==> config.mk <==
export PLATFORM = sky130hd
export DESIGN_NAME = tmg_raster_timer
export DESIGN_NICKNAME = d
export VERILOG_FILES = /design/src/rtl/tmg_pkg.sv /design/src/rtl/tmg_axis_cnt.sv /design/src/rtl/tmg_frame_regs.sv /design/src/rtl/tmg_raster_timer.sv
export SDC_FILE = /design/constraint.sdc
export NUM_CORES = 1
export LEC_CHECK = 0
export BUFFER_PORTS_ARGS = -buffer_cell sky130_fd_sc_hd__buf_2
export CAP_MARGIN = 0
export CORE_ASPECT_RATIO = 1.2
export CORE_MARGIN = 2
export CORE_UTILIZATION = 50
export DETAILED_ROUTE_END_ITERATION = 8
export GPL_TIMING_DRIVEN = 0
export PLACE_DENSITY = 0.75
export SLEW_MARGIN = 40
export SYNTH_ARGS = -nofsm -noshare
export SYNTH_HDL_FRONTEND = slang
export SYNTH_SLANG_ARGS = --single-unit
==> constraint.sdc <==
create_clock -name clk -period 3.8 [get_ports clk]
set_input_delay 0.38 -clock clk [delete_from_list [all_inputs] [get_ports clk]]
set_output_delay 0.38 -clock clk [all_outputs]
set_load 0.01 [all_outputs]
==> src/rtl/tmg_pkg.sv <==
package tmg_pkg;

    localparam int TMG_XW = 12;
    localparam int TMG_YW = 11;

    typedef enum logic {
        FIELD_ODD  = 1'b0,
        FIELD_EVEN = 1'b1
    } field_e;

    function automatic field_e flip_field(input field_e f);
        return (f == FIELD_ODD) ? FIELD_EVEN : FIELD_ODD;
    endfunction

endpackage

==> src/rtl/tmg_axis_cnt.sv <==
module tmg_axis_cnt #(
    parameter int W = 12
) (
    input  logic         clk,
    input  logic         rst_n,
    input  logic         load,
    input  logic         step,
    input  logic [W-1:0] start,
    input  logic [W-1:0] stop,
    output logic [W-1:0] pos,
    output logic         wrap
);
    localparam int EW = W + 1;

    typedef struct packed {
        logic [W-1:0] pos;
    } cnt_s;

    cnt_s          cnt_d, cnt_q;
    logic [EW-1:0] inc;

    assign inc  = {1'b0, cnt_q.pos} + EW'(1);
    assign wrap = step && (inc >= {1'b0, stop});
    assign pos  = cnt_q.pos;

    always_comb begin
        cnt_d = cnt_q;
        if (load) begin
            cnt_d.pos = start;
        end else if (step) begin
            cnt_d.pos = wrap ? start : inc[W-1:0];
        end
    end

    always_ff @(posedge clk or negedge rst_n) begin
        if (!rst_n) begin
            cnt_q <= '0;
        end else begin
            cnt_q <= cnt_d;
        end
    end

    // a non-wrapping step moves the coordinate up by exactly one
    a_r2_unit_step: assert property (@(posedge clk) disable iff (!rst_n)
        (step && !wrap && !load) |=> (pos == W'($past(pos) + 1'b1)));

    // with no step and no load the coordinate holds
    a_r2_hold: assert property (@(posedge clk) disable iff (!rst_n)
        (!step && !load) |=> $stable(pos));

endmodule

==> src/rtl/tmg_frame_regs.sv <==
module tmg_frame_regs
    import tmg_pkg::*;
#(
    parameter int XW = 12,
    parameter int YW = 11
) (
    input  logic          clk,
    input  logic          rst_n,
    input  logic          prime,
    input  logic          frame_end,
    input  logic [XW-1:0] cfg_xstart,
    input  logic [XW-1:0] cfg_xstop,
    input  logic [YW-1:0] cfg_ystart_odd,
    input  logic [YW-1:0] cfg_ystop_odd,
    input  logic [YW-1:0] cfg_ystart_even,
    input  logic [YW-1:0] cfg_ystop_even,
    input  logic          cfg_interlace,
    output logic [XW-1:0] sh_xstart,
    output logic [XW-1:0] sh_xstop,
    output logic [YW-1:0] act_ystop,
    output logic [YW-1:0] nxt_ystart,
    output logic          sh_interlace,
    output logic          field_even
);
    typedef struct packed {
        logic [XW-1:0] xs;
        logic [XW-1:0] xe;
        logic [YW-1:0] ye_odd;
        logic [YW-1:0] ye_even;
        logic          ilace;
        field_e        par;
    } shadow_s;

    shadow_s sh_d, sh_q;
    logic    capture;
    field_e  nxt_par;

    assign capture = prime || frame_end;

    always_comb begin
        if (prime || !cfg_interlace) begin
            nxt_par = FIELD_ODD;
        end else begin
            nxt_par = flip_field(sh_q.par);
        end
    end

    assign nxt_ystart = (nxt_par == FIELD_EVEN) ? cfg_ystart_even : cfg_ystart_odd;

    always_comb begin
        sh_d = sh_q;
        if (capture) begin
            sh_d.xs      = cfg_xstart;
            sh_d.xe      = cfg_xstop;
            sh_d.ye_odd  = cfg_ystop_odd;
            sh_d.ye_even = cfg_ystop_even;
            sh_d.ilace   = cfg_interlace;
            sh_d.par     = nxt_par;
        end
    end

    always_ff @(posedge clk or negedge rst_n) begin
        if (!rst_n) begin
            sh_q <= '0;
        end else begin
            sh_q <= sh_d;
        end
    end

    assign sh_xstart    = sh_q.xs;
    assign sh_xstop     = sh_q.xe;
    assign act_ystop    = (sh_q.par == FIELD_EVEN) ? sh_q.ye_even : sh_q.ye_odd;
    assign sh_interlace = sh_q.ilace;
    assign field_even   = (sh_q.par == FIELD_EVEN);

    // captured limits never move between frame boundaries
    a_r8_hold_mid_frame: assert property (@(posedge clk) disable iff (!rst_n)
        !capture |=> $stable(sh_q));

    // a frame captured without interlace is always an odd frame
    a_r7_odd_only: assert property (@(posedge clk) disable iff (!rst_n)
        (capture && !cfg_interlace) |=> !field_even);

endmodule

==> src/rtl/tmg_raster_timer.sv <==
module tmg_raster_timer
    import tmg_pkg::*;
#(
    parameter int XW = tmg_pkg::TMG_XW,
    parameter int YW = tmg_pkg::TMG_YW
) (
    input  logic          clk,
    input  logic          rst_n,
    input  logic [XW-1:0] cfg_xstart,
    input  logic [XW-1:0] cfg_xstop,
    input  logic [YW-1:0] cfg_ystart_odd,
    input  logic [YW-1:0] cfg_ystop_odd,
    input  logic [YW-1:0] cfg_ystart_even,
    input  logic [YW-1:0] cfg_ystop_even,
    input  logic          cfg_interlace,
    output logic [XW-1:0] x_pos,
    output logic [YW-1:0] y_pos,
    output logic          line_start,
    output logic          frame_start,
    output logic          field_even
);
    typedef struct packed {
        logic prime;
        logic line;
        logic frame;
    } strobe_s;

    strobe_s       strb_d, strb_q;
    logic          x_wrap, y_wrap;
    logic [XW-1:0] sh_xstart, sh_xstop, x_start_sel;
    logic [YW-1:0] act_ystop, nxt_ystart;
    logic          sh_interlace;

    assign x_start_sel = (strb_q.prime || y_wrap) ? cfg_xstart : sh_xstart;

    tmg_frame_regs #(.XW(XW), .YW(YW)) u_regs (
        .clk             (clk),
        .rst_n           (rst_n),
        .prime           (strb_q.prime),
        .frame_end       (y_wrap),
        .cfg_xstart      (cfg_xstart),
        .cfg_xstop       (cfg_xstop),
        .cfg_ystart_odd  (cfg_ystart_odd),
        .cfg_ystop_odd   (cfg_ystop_odd),
        .cfg_ystart_even (cfg_ystart_even),
        .cfg_ystop_even  (cfg_ystop_even),
        .cfg_interlace   (cfg_interlace),
        .sh_xstart       (sh_xstart),
        .sh_xstop        (sh_xstop),
        .act_ystop       (act_ystop),
        .nxt_ystart      (nxt_ystart),
        .sh_interlace    (sh_interlace),
        .field_even      (field_even)
    );

    tmg_axis_cnt #(.W(XW)) u_xcnt (
        .clk   (clk),
        .rst_n (rst_n),
        .load  (strb_q.prime),
        .step  (1'b1),
        .start (x_start_sel),
        .stop  (sh_xstop),
        .pos   (x_pos),
        .wrap  (x_wrap)
    );

    tmg_axis_cnt #(.W(YW)) u_ycnt (
        .clk   (clk),
        .rst_n (rst_n),
        .load  (strb_q.prime),
        .step  (x_wrap),
        .start (nxt_ystart),
        .stop  (act_ystop),
        .pos   (y_pos),
        .wrap  (y_wrap)
    );

    always_comb begin
        strb_d       = strb_q;
        strb_d.prime = 1'b0;
        strb_d.line  = strb_q.prime || x_wrap;
        strb_d.frame = strb_q.prime || y_wrap;
    end

    always_ff @(posedge clk or negedge rst_n) begin
        if (!rst_n) begin
            strb_q <= '{prime: 1'b1, line: 1'b0, frame: 1'b0};
        end else begin
            strb_q <= strb_d;
        end
    end

    assign line_start  = strb_q.line;
    assign frame_start = strb_q.frame;

    // a frame start is always also a line start
    a_r5_frame_with_line: assert property (@(posedge clk) disable iff (!rst_n)
        frame_start |-> line_start);

    // every line begins at the captured horizontal start
    a_r3_line_at_xstart: assert property (@(posedge clk) disable iff (!rst_n)
        line_start |-> (x_pos == sh_xstart));

    // a line start inside a frame moves y by one
    a_r4_y_advance: assert property (@(posedge clk) disable iff (!rst_n)
        (line_start && !frame_start) |-> (y_pos == YW'($past(y_pos) + 1'b1)));

    // with interlace, each new frame flips the parity
    a_r6_parity_flip: assert property (@(posedge clk) disable iff (!rst_n)
        (frame_start && sh_interlace && !$past(strb_q.prime))
            |-> (field_even != $past(field_even)));

endmodule

== Yosys cells after proc, flatten, opt, wreduce, memory -nomap -nowiden ==
Cells that the tools add are included.
Widths: inputs -> output; s select.

* Bits in read-only memories: 0
* Word-level logic and storage cells: 30
* Flip-flop bits (word level): 73
* Memories: 0
* Memory bits (writable): 0
* Input port bits: 71
* Bits in latches: 0

* Multipliers: 0
* Shift operators: 0
* Magnitude comparators: 2
* Reductions and logical operators: 6
* Bitwise operators: 0
* Eq/ne operators: 0
* Muxes and demuxes: 10
* Add/subtract/negate cells: 2
* Divide/modulo/power cells: 0

{| class="wikitable"
|+ Operators with widths
! kind !! count
|-
| $mux 11 || 5
|-
| $mux 12 || 3
|-
| $add 12x1->13 const B || 1
|-
| $ge 13x12->1 || 1
|-
| $add 11x1->12 const B || 1
|-
| $ge 12x11->1 || 1
|-
| $logic_or 1x1->1 || 3
|-
| $mux 1 || 2
|-
| $reduce_bool 2->1 || 1
|-
| $logic_and 1x1->1 || 1
|-
| $logic_not 1->1 || 1
|}

== Depth between registers and ports, before layout ==
* Depth after elaboration: 7
* Gate-level depth with buffers: 14
* Gate-level depth less buffers: 13

== Cells and area by module ==
Synthesis repeated with hierarchy kept, for this count alone.

* Cell total of the unflattened synthesis: 503
* Area, all modules: 5401.4 um^2

{| class="wikitable"
|+ By module, submodules not included
! module !! area an instance (um^2) !! cells an instance !! seq. area each (um^2) !! times used
|-
| tmg_frame_regs || 2394.8 || 153 || 1201.2 || 1
|-
| tmg_axis_cnt at u_xcnt || 1390.1 || 167 || 300.3 || 1
|-
| tmg_axis_cnt at u_ycnt || 1322.5 || 162 || 275.3 || 1
|-
| tmg_raster_timer || 294.0 || 21 || 76.3 || 1
|}

== Worst setup path after synthesis ==
No wires, ideal clock.

* Path kind: register to register
* From: register u_xcnt.cnt_q (netlist bit u_xcnt.pos[3])
* To: register u_xcnt.cnt_q (netlist bit u_xcnt.pos[10])
* Data required time: 3675 ps
* Stages on the path, launching flop included: 15
* Arrival time: 3216 ps
* Setup slack: 459 ps
* Path buffers: 2
* Path through: dfrtp_1 nand4_1 or2_2 nor2_1 nand3_1 xnor2_1 ha_1 a21o_1 a211o_1 a41oi_2 o41ai_4 or2_1 buf_6 buf_6 mux2_4

{| class="wikitable"
|+ RTL lines
! what !! line !! RTL
|-
| start: declaration || tmg_axis_cnt.sv:19 || <nowiki>cnt_s cnt_d, cnt_q;</nowiki>
|-
| start signal: assignment || tmg_axis_cnt.sv:39 || <nowiki>cnt_q <= cnt_d;</nowiki>
|}

==> impl_metrics.tcl <==
set metrics [dict create \
    clock_sinks 73 \
    yosys.area.top_type_share_pct 41.67 \
    core_area_um2 8472 \
    clock-root-buffer "clkbuf_8" \
    syn_avg_cell_area_um2 12.68 \
    core.rowCount 37 \
    yosys.area_share.simple_pct 5.990 \
    rsz0062_at_grt "false" \
    hold_viol 0 \
    drt_iter0_drc 75 \
    die_height_um 105.9 \
    synth_compound_area_share_pct 7.841 \
    antenna_found_initial 0 \
    cts_tree "done" \
    synthTopCellsByArea "dfrtp_1, mux2_4, mux2_2" \
    slowest_delay_ps 490 \
    dr_total_vias 3106 \
    cts_buffers 9 \
    hpwl_um 7276 \
    ir_drop_mv 0.5939 \
    synth-main-ff-cell "dfrtp_1" \
    yosys_warnings 0 \
    status "finished clean" \
    place_inst 555 \
    crit_required_ps 4030 \
    setup_viol 0 \
    wl_per_cell_um 16.59 \
    n_antenna_cell 0 \
    syn-num-nets 437 \
    cp_common_cell "nand4_1" \
    synthXorXnorAreaFrac_pct 3.646 \
    start_kind "flop" \
    num-nets-final 548 \
    drive_above_1_share_pct 47.26 \
    place_area_um2 4977 \
    critPathSlowestCell "dfrtp_1" \
    fin_crit_ps 3618 \
    async_flop_share_pct 100.0 \
    grt_max_degree 40 \
    clock.fmax_ghz 0.2764 \
    synth_top_family_by_area "multiplexers" \
    p_leak_uw 0.002552 \
    area_delta_synth_final_pct 22.37 \
    cp_cell_sequence "nand4_1 -> nor2_2 -> nand4_1 -> xnor2_1 -> ha_1 -> a21o_1 -> a211o_1 -> a221oi_4 -> and2_1 -> buf_4 -> mux2_2 -> mux2_4" \
    start_util_pct 51.04 \
    hold_path_class "in2reg" \
    max_slew.worst_pin.slew_ps 778.9 \
    first_pass_iters 4 \
    synthMuxAreaShare_pct 28.91 \
    final_area_um2 5291 \
    hold_ws_ps 254.1 \
    die_area_um2 9411 \
    grt_use_total_pct 21.37 \
    io_buffers 96 \
    crit_fanout 10 \
    fin_crit_sh_pct 95.20 \
    cp.arrival_ps 3850 \
    routed_wl_um 9522 \
    synth_area_leader_cell "dfrtp_1" \
    synth.distinct_cells 49 \
    ioPinCount 97 \
    maxSlewViolCount 0 \
    ys_seq_area_share_pct 42.27 \
    ys_ff_latch 73 \
    startpoint "u_ycnt.pos[2]" \
    cp_num_buf_inv 1 \
    layout.cells.non_filler 574 \
    clock_latency_ps 350 \
    cts_buffer_depth 2 \
    die_w_um 88.90 \
    grt_first_pass_wirelength_um 15240 \
    cts.htree.levels 3 \
    drtAntennaViolNets 0 \
    drc_errors 0 \
    min_from "cfg_xstop[8]" \
    r2r_start "u_ycnt.pos[2]" \
    netlist_area_um2 4324 \
    finalWeightedCongestion 0.8638 \
    synth_edf_count 0 \
    endpoint_kind "flop" \
    power_density_nw_per_um2 1062 \
    routed_via_density 5.411 \
    setup-tns-final_ps 0 \
    crit_type "reg2reg" \
    relSlewSlack_pct 47.90 \
    worst_clock_skew_ps 12.07 \
    overflow 0 \
    synthAdderAreaFrac_pct 7.234 \
    syn_inst 341 \
    crit_family "simple AND/OR/NAND/NOR gates" \
    clk_pin_slew_ps 80 \
    grt_pass1_vias 3259 \
    maxCapViolCount 0 \
]
-- final timing paths --
| check | endpoint | slack, ps | cells past startpoint |
|---|---|---|---|
| max | u_xcnt.pos[4] | 180 | 12 |
| min | u_regs.sh_xstop[8] | 250 | 2 |
| max reg2reg | u_xcnt.pos[4] | 180 | 12 |
| min reg2reg | u_regs.sh_xstart[2] | 500 | 1 |
| max in group asynchronous | u_xcnt.pos[3] | 2800 | 3 |
| min in group asynchronous | u_regs.sh_xstop[8] | 470 | 2 |
-- metal layers --
layer / GRT usage, % / vias to the layer above / share of wire [%]
li1: - / 1460 / -
met1: 25.43 / 1540 / 40
met2: 37.31 / 89 / 53
met3: 4.072 / 17 / 5.0
met4: 8.009 / 0 / 1.9
met5: 0 / - / 0
-- per-stage QoR --
| step | power, uW | worst slack (ps) | util [%] |
|---|---|---|---|
| after detailed placement | 4734 | 30.85 | 58.75 |
| after CTS | 5626 | 32.15 | 62.10 |
| after global routing | 6013 | 4.101 | 62.46 |
| after global placement | 4583 | 96.64 | 58.44 |
| after floorplan | 3967 | 459.2 | - |
| final | 5619 | 182.3 | 62.46 |
-- area by class of cell --
| class | instances | area [um2] |
|---|---|---|
| plain buffers | 13 | 107.6 |
| clock buffers | 11 | 131.4 |
| clock inverters | 5 | 127.6 |
| fillers | 665 | 3181 |
| inverters | 17 | 66.31 |
| multi-input cells | 238 | 2351 |
| flip-flops and latches | 73 | 1829 |
| well taps | 117 | 146.4 |
| repair buffers | 100 | 531.8 |
-- placed cells by master, fill, tap and decap left out, types with 3 or more instances in the layout --
cell	n
buf_4	7
mux2i_1	24
a32o_1	3
buf_2	97
nor2_1	7
bufinv_16	4
a21oi_1	8
dfrtp_1	71
xor2_1	5
inv_1	16
buf_6	6
nand4_1	5
nand2_1	13
mux2_2	39
and3_1	4
o22ai_1	3
mux2_4	38
clkbuf_8	9
nand3_1	8
xnor2_1	12
o21ai_0	7
ha_1	25
-- repair_timing --
| item | CTS | global route |
|---|---|---|
| endpoints found under the hold margin | 33 | 0 |
| endpoints found under the setup margin | 2 | 60 |
| setup buffers | 2 | 0 |
| pin swaps | 1 | 1 |
| resized for setup | 0 | 6 |
| hold buffers | 1 | 0 |
-- cell families (layout without fill, tap and decap cells) --
logic type | after synthesis | in the layout
other | 1 | 1
DFF | 73 | 73
xor gates and xnor gates | 18 | 18
adders and majority gates | 25 | 25
buffers and inverters | 30 | 146
and+or+nand+nor | 51 | 51
AOI/OAI and AO/OA | 42 | 42
muxes | 101 | 101
-- synthesized netlist by cell type (all sizes together) (4+ instances only) --
library cell,instances
mux2,77
dfrtp,72
ha,25
mux2i,24
inv,17
nand2,14
buf,13
xnor2,13
nand3,9
nor2,9
a21oi,8
o21ai,8
nand4,5
xor2,5
and3,4
-- sequential cells by signal, indices dropped and copies added, names as in the netlist --
register,flops
u_regs.sh_q,22
u_regs.sh_xstart,12
u_regs.sh_xstop,12
u_xcnt.pos,12
u_ycnt.pos,11
frame_start,1
line_start,1
strb_q,1
u_regs.field_even,1
-- worst reg2reg max path, cell delays in order, from the launching register on --
cell	delay [ps]
dfrtp_1	490
nand4_1	190
nor2_2	300
nand4_1	160
xnor2_1	220
ha_1	270
a21o_1	180
a211o_1	330
a221oi_4	270
and2_1	240
buf_4	220
mux2_2	380
mux2_4	260
-- power by group --
| group | switching, uW | total (uW) | internal [uW] |
|---|---|---|---|
| clock network | 293 | 796 | 503 |
| registers | 330 | 1530 | 1200 |
| logic | 1510 | 3290 | 1780 |
Power figures use the tool's default switching activity.
